[src/rtl/dmaseq_pkg.sv]
package dmaseq_pkg;

  typedef enum logic [1:0] {
    AM_FIX = 2'd0,
    AM_INC = 2'd1,
    AM_DEC = 2'd2,
    AM_RSV = 2'd3
  } amode_t;

  typedef struct packed {
    logic   chan_en;
    logic   end_ie;
    logic   half_ie;
    amode_t smode;
    amode_t dmode;
    logic [1:0] usize;
    logic   auto_req;
    logic   burst;
    logic   edge_sel;
    logic   reload;
    logic   per_ack;
  } chctl_t;

  // bytes moved by one unit for a size code
  function automatic logic [3:0] unit_bytes(logic [1:0] sz);
    case (sz)
      2'd0:    return 4'd1;
      2'd1:    return 4'd2;
      default: return 4'd4;
    endcase
  endfunction

  // signed pointer step for a mode and size
  function automatic logic signed [3:0] addr_step(amode_t m, logic [1:0] sz);
    logic [3:0] b;
    b = unit_bytes(sz);
    case (m)
      AM_INC:  return b;
      AM_DEC:  return -b;
      default: return 4'sd0;
    endcase
  endfunction

  // low address bits agree with the unit size
  function automatic logic lo_aligned(logic [1:0] lo, logic [1:0] sz);
    case (sz)
      2'd0:    return 1'b1;
      2'd1:    return ~lo[0];
      default: return (lo == 2'b00);
    endcase
  endfunction

  function automatic chctl_t ctl_decode(logic [15:0] w);
    chctl_t c;
    c.chan_en  = w[0];
    c.end_ie   = w[2];
    c.half_ie  = w[3];
    c.smode    = amode_t'(w[6:5]);
    c.dmode    = amode_t'(w[8:7]);
    c.usize    = w[10:9];
    c.auto_req = w[11];
    c.burst    = w[12];
    c.edge_sel = w[13];
    c.reload   = w[14];
    c.per_ack  = w[15];
    return c;
  endfunction

endpackage

[src/rtl/dmaseq_regs.sv]
module dmaseq_regs
  import dmaseq_pkg::*;
#(
  parameter int AW = 32,
  parameter int CW = 16,
  parameter int DW = 32
) (
  input  logic          clk,
  input  logic          rst_n,
  input  logic          wr_en,
  input  logic [2:0]    wr_sel,
  input  logic [DW-1:0] wr_data,
  input  logic          nmi_evt,
  input  logic          unit_done,
  input  logic          ae_set,
  output logic [AW-1:0] src,
  output logic [AW-1:0] dst,
  output logic [CW-1:0] cnt,
  output chctl_t        ctl,
  output logic          master_en,
  output logic          tend,
  output logic          half,
  output logic          nmi_f,
  output logic          ae_f,
  output logic          reload_fire
);

  localparam logic [2:0] SEL_SRC  = 3'd0;
  localparam logic [2:0] SEL_DST  = 3'd1;
  localparam logic [2:0] SEL_CNT  = 3'd2;
  localparam logic [2:0] SEL_CTL  = 3'd3;
  localparam logic [2:0] SEL_RSRC = 3'd4;
  localparam logic [2:0] SEL_RDST = 3'd5;
  localparam logic [2:0] SEL_RCNT = 3'd6;
  localparam logic [2:0] SEL_GLB  = 3'd7;
  localparam logic [CW-1:0] CNT_ONE = CW'(1);

  logic [AW-1:0] rsrc, rdst;
  logic [CW-1:0] rcnt, init_cnt;
  logic [CW-1:0] cnt_next;
  logic          end_hit, half_hit;
  logic signed [3:0] sstep, dstep;

  assign cnt_next    = cnt - CNT_ONE;
  assign end_hit     = unit_done && (cnt_next == '0);
  assign half_hit    = unit_done && (cnt_next == (init_cnt >> 1));
  assign reload_fire = end_hit && ctl.reload;
  assign sstep       = addr_step(ctl.smode, ctl.usize);
  assign dstep       = addr_step(ctl.dmode, ctl.usize);

  always_ff @(posedge clk or negedge rst_n) begin
    if (!rst_n) begin
      src <= '0; dst <= '0; cnt <= '0; init_cnt <= '0;
      rsrc <= '0; rdst <= '0; rcnt <= '0;
      ctl <= '0; master_en <= 1'b0;
      tend <= 1'b0; half <= 1'b0; nmi_f <= 1'b0; ae_f <= 1'b0;
    end else begin
      if (wr_en) begin
        case (wr_sel)
          SEL_SRC:  src  <= wr_data[AW-1:0];
          SEL_DST:  dst  <= wr_data[AW-1:0];
          SEL_CNT: begin
            cnt      <= wr_data[CW-1:0];
            init_cnt <= wr_data[CW-1:0];
          end
          SEL_CTL: begin
            ctl  <= ctl_decode(wr_data[15:0]);
            tend <= tend & wr_data[1];
            half <= half & wr_data[4];
          end
          SEL_RSRC: rsrc <= wr_data[AW-1:0];
          SEL_RDST: rdst <= wr_data[AW-1:0];
          SEL_RCNT: rcnt <= wr_data[CW-1:0];
          SEL_GLB: begin
            master_en <= wr_data[0];
            nmi_f     <= nmi_f & wr_data[1];
            ae_f      <= ae_f & wr_data[2];
          end
          default: ;
        endcase
      end
      // hardware updates take precedence over software writes
      if (unit_done) begin
        src <= src + {{(AW-4){sstep[3]}}, sstep};
        dst <= dst + {{(AW-4){dstep[3]}}, dstep};
        cnt <= cnt_next;
      end
      if (reload_fire) begin
        src      <= rsrc;
        dst      <= rdst;
        cnt      <= rcnt;
        init_cnt <= rcnt;
      end
      if (end_hit)  tend  <= 1'b1;
      if (half_hit) half  <= 1'b1;
      if (nmi_evt)  nmi_f <= 1'b1;
      if (ae_set)   ae_f  <= 1'b1;
    end
  end

  a_r3_count_step: assert property (@(posedge clk) disable iff (!rst_n)
    (unit_done && !reload_fire) |=> (cnt == $past(cnt) - CNT_ONE));

  a_r5_end_on_last: assert property (@(posedge clk) disable iff (!rst_n)
    (unit_done && cnt == CNT_ONE) |=> tend);

  a_r7_reload_copy: assert property (@(posedge clk) disable iff (!rst_n)
    reload_fire |=> (src == $past(rsrc) && dst == $past(rdst) && cnt == $past(rcnt)));

  a_r4_fixed_src: assert property (@(posedge clk) disable iff (!rst_n)
    (unit_done && !reload_fire && (ctl.smode == AM_FIX || ctl.smode == AM_RSV)
     && !(wr_en && wr_sel == SEL_SRC)) |=> (src == $past(src)));

  a_r13_tend_sticky: assert property (@(posedge clk) disable iff (!rst_n)
    (tend && !(wr_en && wr_sel == SEL_CTL && !wr_data[1])) |=> tend);

endmodule

[src/rtl/dmaseq_reqdet.sv]
module dmaseq_reqdet (
  input  logic clk,
  input  logic rst_n,
  input  logic dreq,
  input  logic auto_req,
  input  logic burst,
  input  logic edge_sel,
  input  logic taken,
  output logic req
);

  logic dreq_q, pend, rise, edge_mode;

  assign rise      = dreq && !dreq_q;
  assign edge_mode = burst && edge_sel && !auto_req;

  always_ff @(posedge clk or negedge rst_n) begin
    if (!rst_n) begin
      dreq_q <= 1'b0;
      pend   <= 1'b0;
    end else begin
      dreq_q <= dreq;
      pend   <= rise || (pend && !taken);
    end
  end

  always_comb begin
    if (auto_req)       req = 1'b1;
    else if (edge_mode) req = pend;
    else                req = dreq;
  end

  a_r10_edge_held: assert property (@(posedge clk) disable iff (!rst_n)
    (pend && !taken) |=> pend);

  a_r10_rise_caught: assert property (@(posedge clk) disable iff (!rst_n)
    rise |=> pend);

endmodule

[src/rtl/dmaseq_fsm.sv]
module dmaseq_fsm
  import dmaseq_pkg::*;
(
  input  logic       clk,
  input  logic       rst_n,
  input  logic       chan_en,
  input  logic       master_en,
  input  logic       nmi_f,
  input  logic       ae_f,
  input  logic       tend,
  input  logic       cnt_nz,
  input  logic       cnt_last,
  input  logic       req,
  input  logic [1:0] src_lo,
  input  logic [1:0] dst_lo,
  input  logic [1:0] usize,
  input  logic       burst,
  input  logic       per_ack,
  input  logic       bus_done,
  output logic       bus_req,
  output logic       bus_lock,
  output logic       unit_start,
  output logic       unit_done,
  output logic       ae_set,
  output logic       dack
);

  typedef enum logic {ST_IDLE = 1'b0, ST_RUN = 1'b1} st_t;

  st_t  st;
  logic held;
  logic run_ok, misal;

  assign run_ok     = chan_en && master_en && !nmi_f && !ae_f && !tend && cnt_nz;
  assign misal      = !lo_aligned(src_lo, usize) || !lo_aligned(dst_lo, usize);
  assign unit_start = (st == ST_IDLE) && run_ok && req && !misal;
  assign ae_set     = (st == ST_IDLE) && run_ok && req && misal;
  assign unit_done  = (st == ST_RUN) && bus_done;
  assign bus_req    = (st == ST_RUN);
  assign bus_lock   = (st == ST_RUN) || held;
  assign dack       = unit_done && per_ack;

  always_ff @(posedge clk or negedge rst_n) begin
    if (!rst_n) begin
      st   <= ST_IDLE;
      held <= 1'b0;
    end else begin
      case (st)
        ST_IDLE: begin
          held <= 1'b0;
          if (unit_start) st <= ST_RUN;
        end
        ST_RUN: begin
          if (bus_done) begin
            st   <= ST_IDLE;
            held <= burst && !cnt_last;
          end
        end
        default: st <= ST_IDLE;
      endcase
    end
  end

  a_r1_start_gate: assert property (@(posedge clk) disable iff (!rst_n)
    $rose(bus_req) |-> $past(chan_en && master_en && !nmi_f && !ae_f && !tend && cnt_nz));

  a_r3_req_held: assert property (@(posedge clk) disable iff (!rst_n)
    (bus_req && !bus_done) |=> bus_req);

  a_r9_dack_timing: assert property (@(posedge clk) disable iff (!rst_n)
    dack |-> (bus_req && bus_done && per_ack));

  a_r11_steal_release: assert property (@(posedge clk) disable iff (!rst_n)
    (unit_done && !burst) |=> !bus_lock);

  a_r12_no_misaligned_unit: assert property (@(posedge clk) disable iff (!rst_n)
    ae_set |=> !bus_req);

endmodule

[src/rtl/dma_chan_seq.sv]
module dma_chan_seq
  import dmaseq_pkg::*;
#(
  parameter int AW = 32,
  parameter int CW = 16,
  parameter int DW = 32
) (
  input  logic          clk,
  input  logic          rst_n,
  input  logic          wr_en,
  input  logic [2:0]    wr_sel,
  input  logic [DW-1:0] wr_data,
  input  logic          nmi_evt,
  input  logic          dreq,
  output logic          bus_req,
  output logic          bus_lock,
  output logic [AW-1:0] bus_src,
  output logic [AW-1:0] bus_dst,
  output logic [1:0]    bus_size,
  input  logic          bus_done,
  output logic          dack,
  output logic          irq_end,
  output logic          irq_half,
  output logic [AW-1:0] cur_src,
  output logic [AW-1:0] cur_dst,
  output logic [CW-1:0] cur_cnt,
  output logic          tend_flag,
  output logic          half_flag,
  output logic          nmi_flag,
  output logic          addr_err_flag
);

  localparam logic [CW-1:0] CNT_ONE = CW'(1);

  chctl_t        ctl;
  logic [AW-1:0] src, dst;
  logic [CW-1:0] cnt;
  logic          master_en, tend, half, nmi_f, ae_f, reload_fire;
  logic          unit_start, unit_done, ae_set, req;

  dmaseq_regs #(.AW(AW), .CW(CW), .DW(DW)) u_regs (
    .clk(clk), .rst_n(rst_n),
    .wr_en(wr_en), .wr_sel(wr_sel), .wr_data(wr_data),
    .nmi_evt(nmi_evt), .unit_done(unit_done), .ae_set(ae_set),
    .src(src), .dst(dst), .cnt(cnt), .ctl(ctl),
    .master_en(master_en), .tend(tend), .half(half),
    .nmi_f(nmi_f), .ae_f(ae_f), .reload_fire(reload_fire)
  );

  dmaseq_reqdet u_req (
    .clk(clk), .rst_n(rst_n), .dreq(dreq),
    .auto_req(ctl.auto_req), .burst(ctl.burst), .edge_sel(ctl.edge_sel),
    .taken(unit_start), .req(req)
  );

  dmaseq_fsm u_fsm (
    .clk(clk), .rst_n(rst_n),
    .chan_en(ctl.chan_en), .master_en(master_en),
    .nmi_f(nmi_f), .ae_f(ae_f), .tend(tend),
    .cnt_nz(cnt != '0), .cnt_last(cnt == CNT_ONE), .req(req),
    .src_lo(src[1:0]), .dst_lo(dst[1:0]), .usize(ctl.usize),
    .burst(ctl.burst), .per_ack(ctl.per_ack), .bus_done(bus_done),
    .bus_req(bus_req), .bus_lock(bus_lock),
    .unit_start(unit_start), .unit_done(unit_done),
    .ae_set(ae_set), .dack(dack)
  );

  assign bus_src       = src;
  assign bus_dst       = dst;
  assign bus_size      = ctl.usize;
  assign irq_end       = tend && ctl.end_ie;
  assign irq_half      = half && ctl.half_ie;
  assign cur_src       = src;
  assign cur_dst       = dst;
  assign cur_cnt       = cnt;
  assign tend_flag     = tend;
  assign half_flag     = half;
  assign nmi_flag      = nmi_f;
  assign addr_err_flag = ae_f;

  a_r8_stop_holds: assert property (@(posedge clk) disable iff (!rst_n)
    (!bus_req && (nmi_f || !master_en || !ctl.chan_en)) |=> !bus_req);

  a_r5_reload_keeps_end: assert property (@(posedge clk) disable iff (!rst_n)
    reload_fire |=> tend);

endmodule

[config.mk]
export PLATFORM = sky130hd
export DESIGN_NAME = dma_chan_seq
export DESIGN_NICKNAME = d
export VERILOG_FILES = /design/src/rtl/dmaseq_pkg.sv /design/src/rtl/dmaseq_regs.sv /design/src/rtl/dmaseq_reqdet.sv /design/src/rtl/dmaseq_fsm.sv /design/src/rtl/dma_chan_seq.sv
export SDC_FILE = /design/constraint.sdc
export NUM_CORES = 1
export LEC_CHECK = 0
export BUFFER_PORTS_ARGS = -buffer_cell sky130_fd_sc_hd__buf_2
export CORE_MARGIN = 3
export CORE_UTILIZATION = 50
export DETAILED_ROUTE_END_ITERATION = 16
export GPL_ROUTABILITY_DRIVEN = 0
export MAX_ROUTING_LAYER = met4
export PLACE_DENSITY = 0.71
export SLEW_MARGIN = 20
export SYNTH_ARGS = -nofsm -noshare
export SYNTH_HDL_FRONTEND = slang
export SYNTH_SLANG_ARGS = --single-unit
[constraint.sdc]
create_clock -name clk -period 6.6 [get_ports clk]
set_input_delay 0.33 -clock clk [delete_from_list [all_inputs] [get_ports clk]]
set_output_delay 0.33 -clock clk [all_outputs]
set_load 0.02 [all_outputs]
==> impl_metrics.tcl <==
set metrics [dict create \
    status "complete, but fails checks" \
    violations "hold timing" \
    cts-root-buf "clkbuf_16" \
    ant_nets 0 \
    finalSetupTns_ps 0 \
    track_usage_pct 26.75 \
    cp_max_fo 5 \
    vias 11370 \
    die_h_um 168.5 \
    ys_seq_area_share_pct 37.53 \
    fin_worst_skew_ps 18.07 \
    row_count 58 \
    hpwl_mm 26.84 \
    hold_buffers 1 \
    postCtsSetupBuffers 0 \
    path_class "flop to flop" \
    endpoint_kind "flop" \
    io_pins 196 \
    hold_ws_ps -64.85 \
    setup_viol 0 \
    ctsLongestPathBuffers 2 \
    critPathRequiredTime_ps 6910 \
    clk_pin_slew_ps 80 \
    final_cell_mix "dfrtp_1 (198), buf_2 (194), nand2_1 (152)" \
    clk_latency_ps 440 \
    post_cts_resized 0 \
    post_drt_via_cell_ratio 6.104 \
    multi_input_area_um2 7343 \
    die_x_um 168.5 \
    ys_ff_latch 198 \
    slew_violations 0 \
    grt_pass1_vias 10730 \
    cts_tree "built" \
    hold_path_class "input port to async pin" \
    nets 1632 \
    antenna_found_initial 1 \
    instances_no_fill 1863 \
    yosysUniqueCellTypes 71 \
    core_area_um2 25540 \
    grt_max_degree 127 \
    avgRoutedWirePerCell_um 20.29 \
    drcViolationCount 0 \
    synth_top_flop_cell "dfrtp_1" \
    htree_levels 4 \
    min_period_ps 4089 \
    relSlewSlack_pct 27.71 \
    fmax_mhz 244.5 \
    seq_area_um2 4955 \
    final_common_cell "dfrtp_1" \
    postSynthNetCount 1544 \
    yosysWarnings 0 \
    ir_drop_uv 189.6 \
    drv_cap 0 \
    synthArstFlopShare_pct 100.0 \
    final_area_um2 14450 \
    final_layout_size_suffix_gt1_share_pct 22.91 \
    dieArea_um2 28390 \
    start_util_pct 51.68 \
    first_pass_iters 5 \
    grt_pass1_wl_mm 59.00 \
    syn_inst 1431 \
    area_growth_pct 9.450 \
    wirelength_mm 37.80 \
    leakage_nw 6.741 \
    worst_slew_pin_slew_ps 1079 \
    arrival_ps 4400 \
    port_buffers 195 \
    dpl.cell_count 1829 \
    hold_viol 14 \
    synth_edf_count 0 \
    synth_area_um2 13200 \
    reg2reg_slack_ps 2510 \
    rsz0062_at_grt "no" \
    drtIter0Drc 1117 \
    cts_buffers 17 \
    nFillCells 2314 \
    cts_num_sinks 198 \
    avgSynthCellArea_um2 9.225 \
    start_kind "flop" \
    dpl-instance-area_um2 13890 \
    timing.final.crit_share_pct 61.96 \
    overflow 0 \
    power_density_nw_per_um2 330.1 \
]
-- flip-flops by register name (all words and copies together), names as in the netlist --
name              cells
u_regs.ae_f           1
u_regs.half           1
u_fsm.bus_req         1
u_regs.dst           32
u_req.dreq_q          1
u_regs.ctl           14
u_regs.tend           1
u_regs.nmi_f          1
u_regs.src           32
u_regs.init_cnt      15
u_regs.master_en      1
u_regs.rdst          32
u_regs.rsrc          32
u_fsm.held            1
u_regs.rcnt          16
u_req.pend            1
u_regs.cnt           16
-- final timing paths --
path,from,endpoint,cells after the start
setup / recovery,u_regs.ctl[9],u_regs.src[31],13
hold / removal,rst_n,u_regs.dst[25],1
setup reg to reg,u_regs.ctl[9],u_regs.src[31],13
hold reg to reg,u_req.dreq_q,u_req.pend,1
max in group asynchronous,rst_n,u_regs.cnt[11],2
min in group clk,nmi_evt,u_regs.nmi_f,2
-- cells in the mapped netlist, types with 18 or more instances --
| library cell | number | area, um2 |
|---|---|---|
| mux2_2 | 94 | 1059 |
| o21ai_0 | 65 | 325.3 |
| o21ai_1 | 67 | 335.3 |
| a31oi_1 | 18 | 112.6 |
| buf_4 | 67 | 503.0 |
| xor2_1 | 34 | 297.8 |
| dfrtp_1 | 198 | 4955 |
| mux2i_1 | 21 | 210.2 |
| nand2_1 | 153 | 574.3 |
| clkbuf_1 | 51 | 191.4 |
| nor2_1 | 75 | 281.5 |
| a21oi_1 | 102 | 510.5 |
| ha_1 | 70 | 875.8 |
| a21o_1 | 33 | 247.7 |
| xnor2_1 | 45 | 394.1 |
| inv_1 | 24 | 90.09 |
| nor3_1 | 21 | 105.1 |
| o211ai_1 | 35 | 262.8 |
| nand3_1 | 26 | 130.1 |
| o22ai_1 | 25 | 156.4 |
-- where the power goes --
| part | switching (mW) | internal [mW] |
|---|---|---|
| logic | 1.22 | 0.824 |
| clock network | 0.495 | 0.500 |
| registers | 0.267 | 1.46 |
| total | 1.98 | 2.79 |
-- through the flow --
stage | total power [mW] | util [%] | setup slack [ps] | hold WS (ps)
2_1_floorplan | 3.280 | - | 2980 | 34.41
3_3_place_gp | 3.725 | 54.38 | 2716 | 403.2
3_5_place_dp | 3.771 | 54.38 | 2572 | 415.8
4_1_cts | 4.772 | 56.55 | 2552 | 56.05
5_1_grt | 5.061 | 56.56 | 2224 | 84.40
6_report | 4.770 | 56.56 | 2511 | -64.85
-- layout make-up --
| cell class | instances | share of cell area (%) |
|---|---|---|
| Clock buffer | 20 | 3.091 |
| Timing Repair Buffer | 210 | 7.620 |
| Clock inverter | 12 | 0.6754 |
| Inverter | 24 | 0.6235 |
| Sequential cell | 198 | 34.29 |
| Tap cell | 330 | 2.858 |
| Multi-Input combinational cell | 1068 | 50.82 |
| Antenna cell | 1 | 0.01732 |
-- critical path, cell delays in order, from the launching register on --
cell	delay [ps]
dfrtp_1	370
inv_1	70
ha_1	330
nor3_1	320
ha_1	310
a211oi_1	390
nor3_1	140
o31ai_1	470
o211ai_1	250
a311o_1	430
a311oi_1	530
nor4b_1	100
a31oi_1	150
nand4_1	90
-- kinds of logic after synthesis --
logic type	after synthesis	synth area share (%)
xor+xnor	79	5.241
simple gates	364	12.98
mux	115	9.610
flops	198	37.53
fa+ha+maj	72	6.938
compound gates	438	20.63
buf+inv	165	7.061
-- routing by layer --
layer  global-route usage [%]  vias up  share of wire, %
li1                         -     5345                 -
met1                    34.47     5516                42
met2                    43.22      444                48
met3                    3.667       67               6.7
met4                    10.28        0               3.7
met5                        -        -                 0
(Power assumes the default switching activity.)
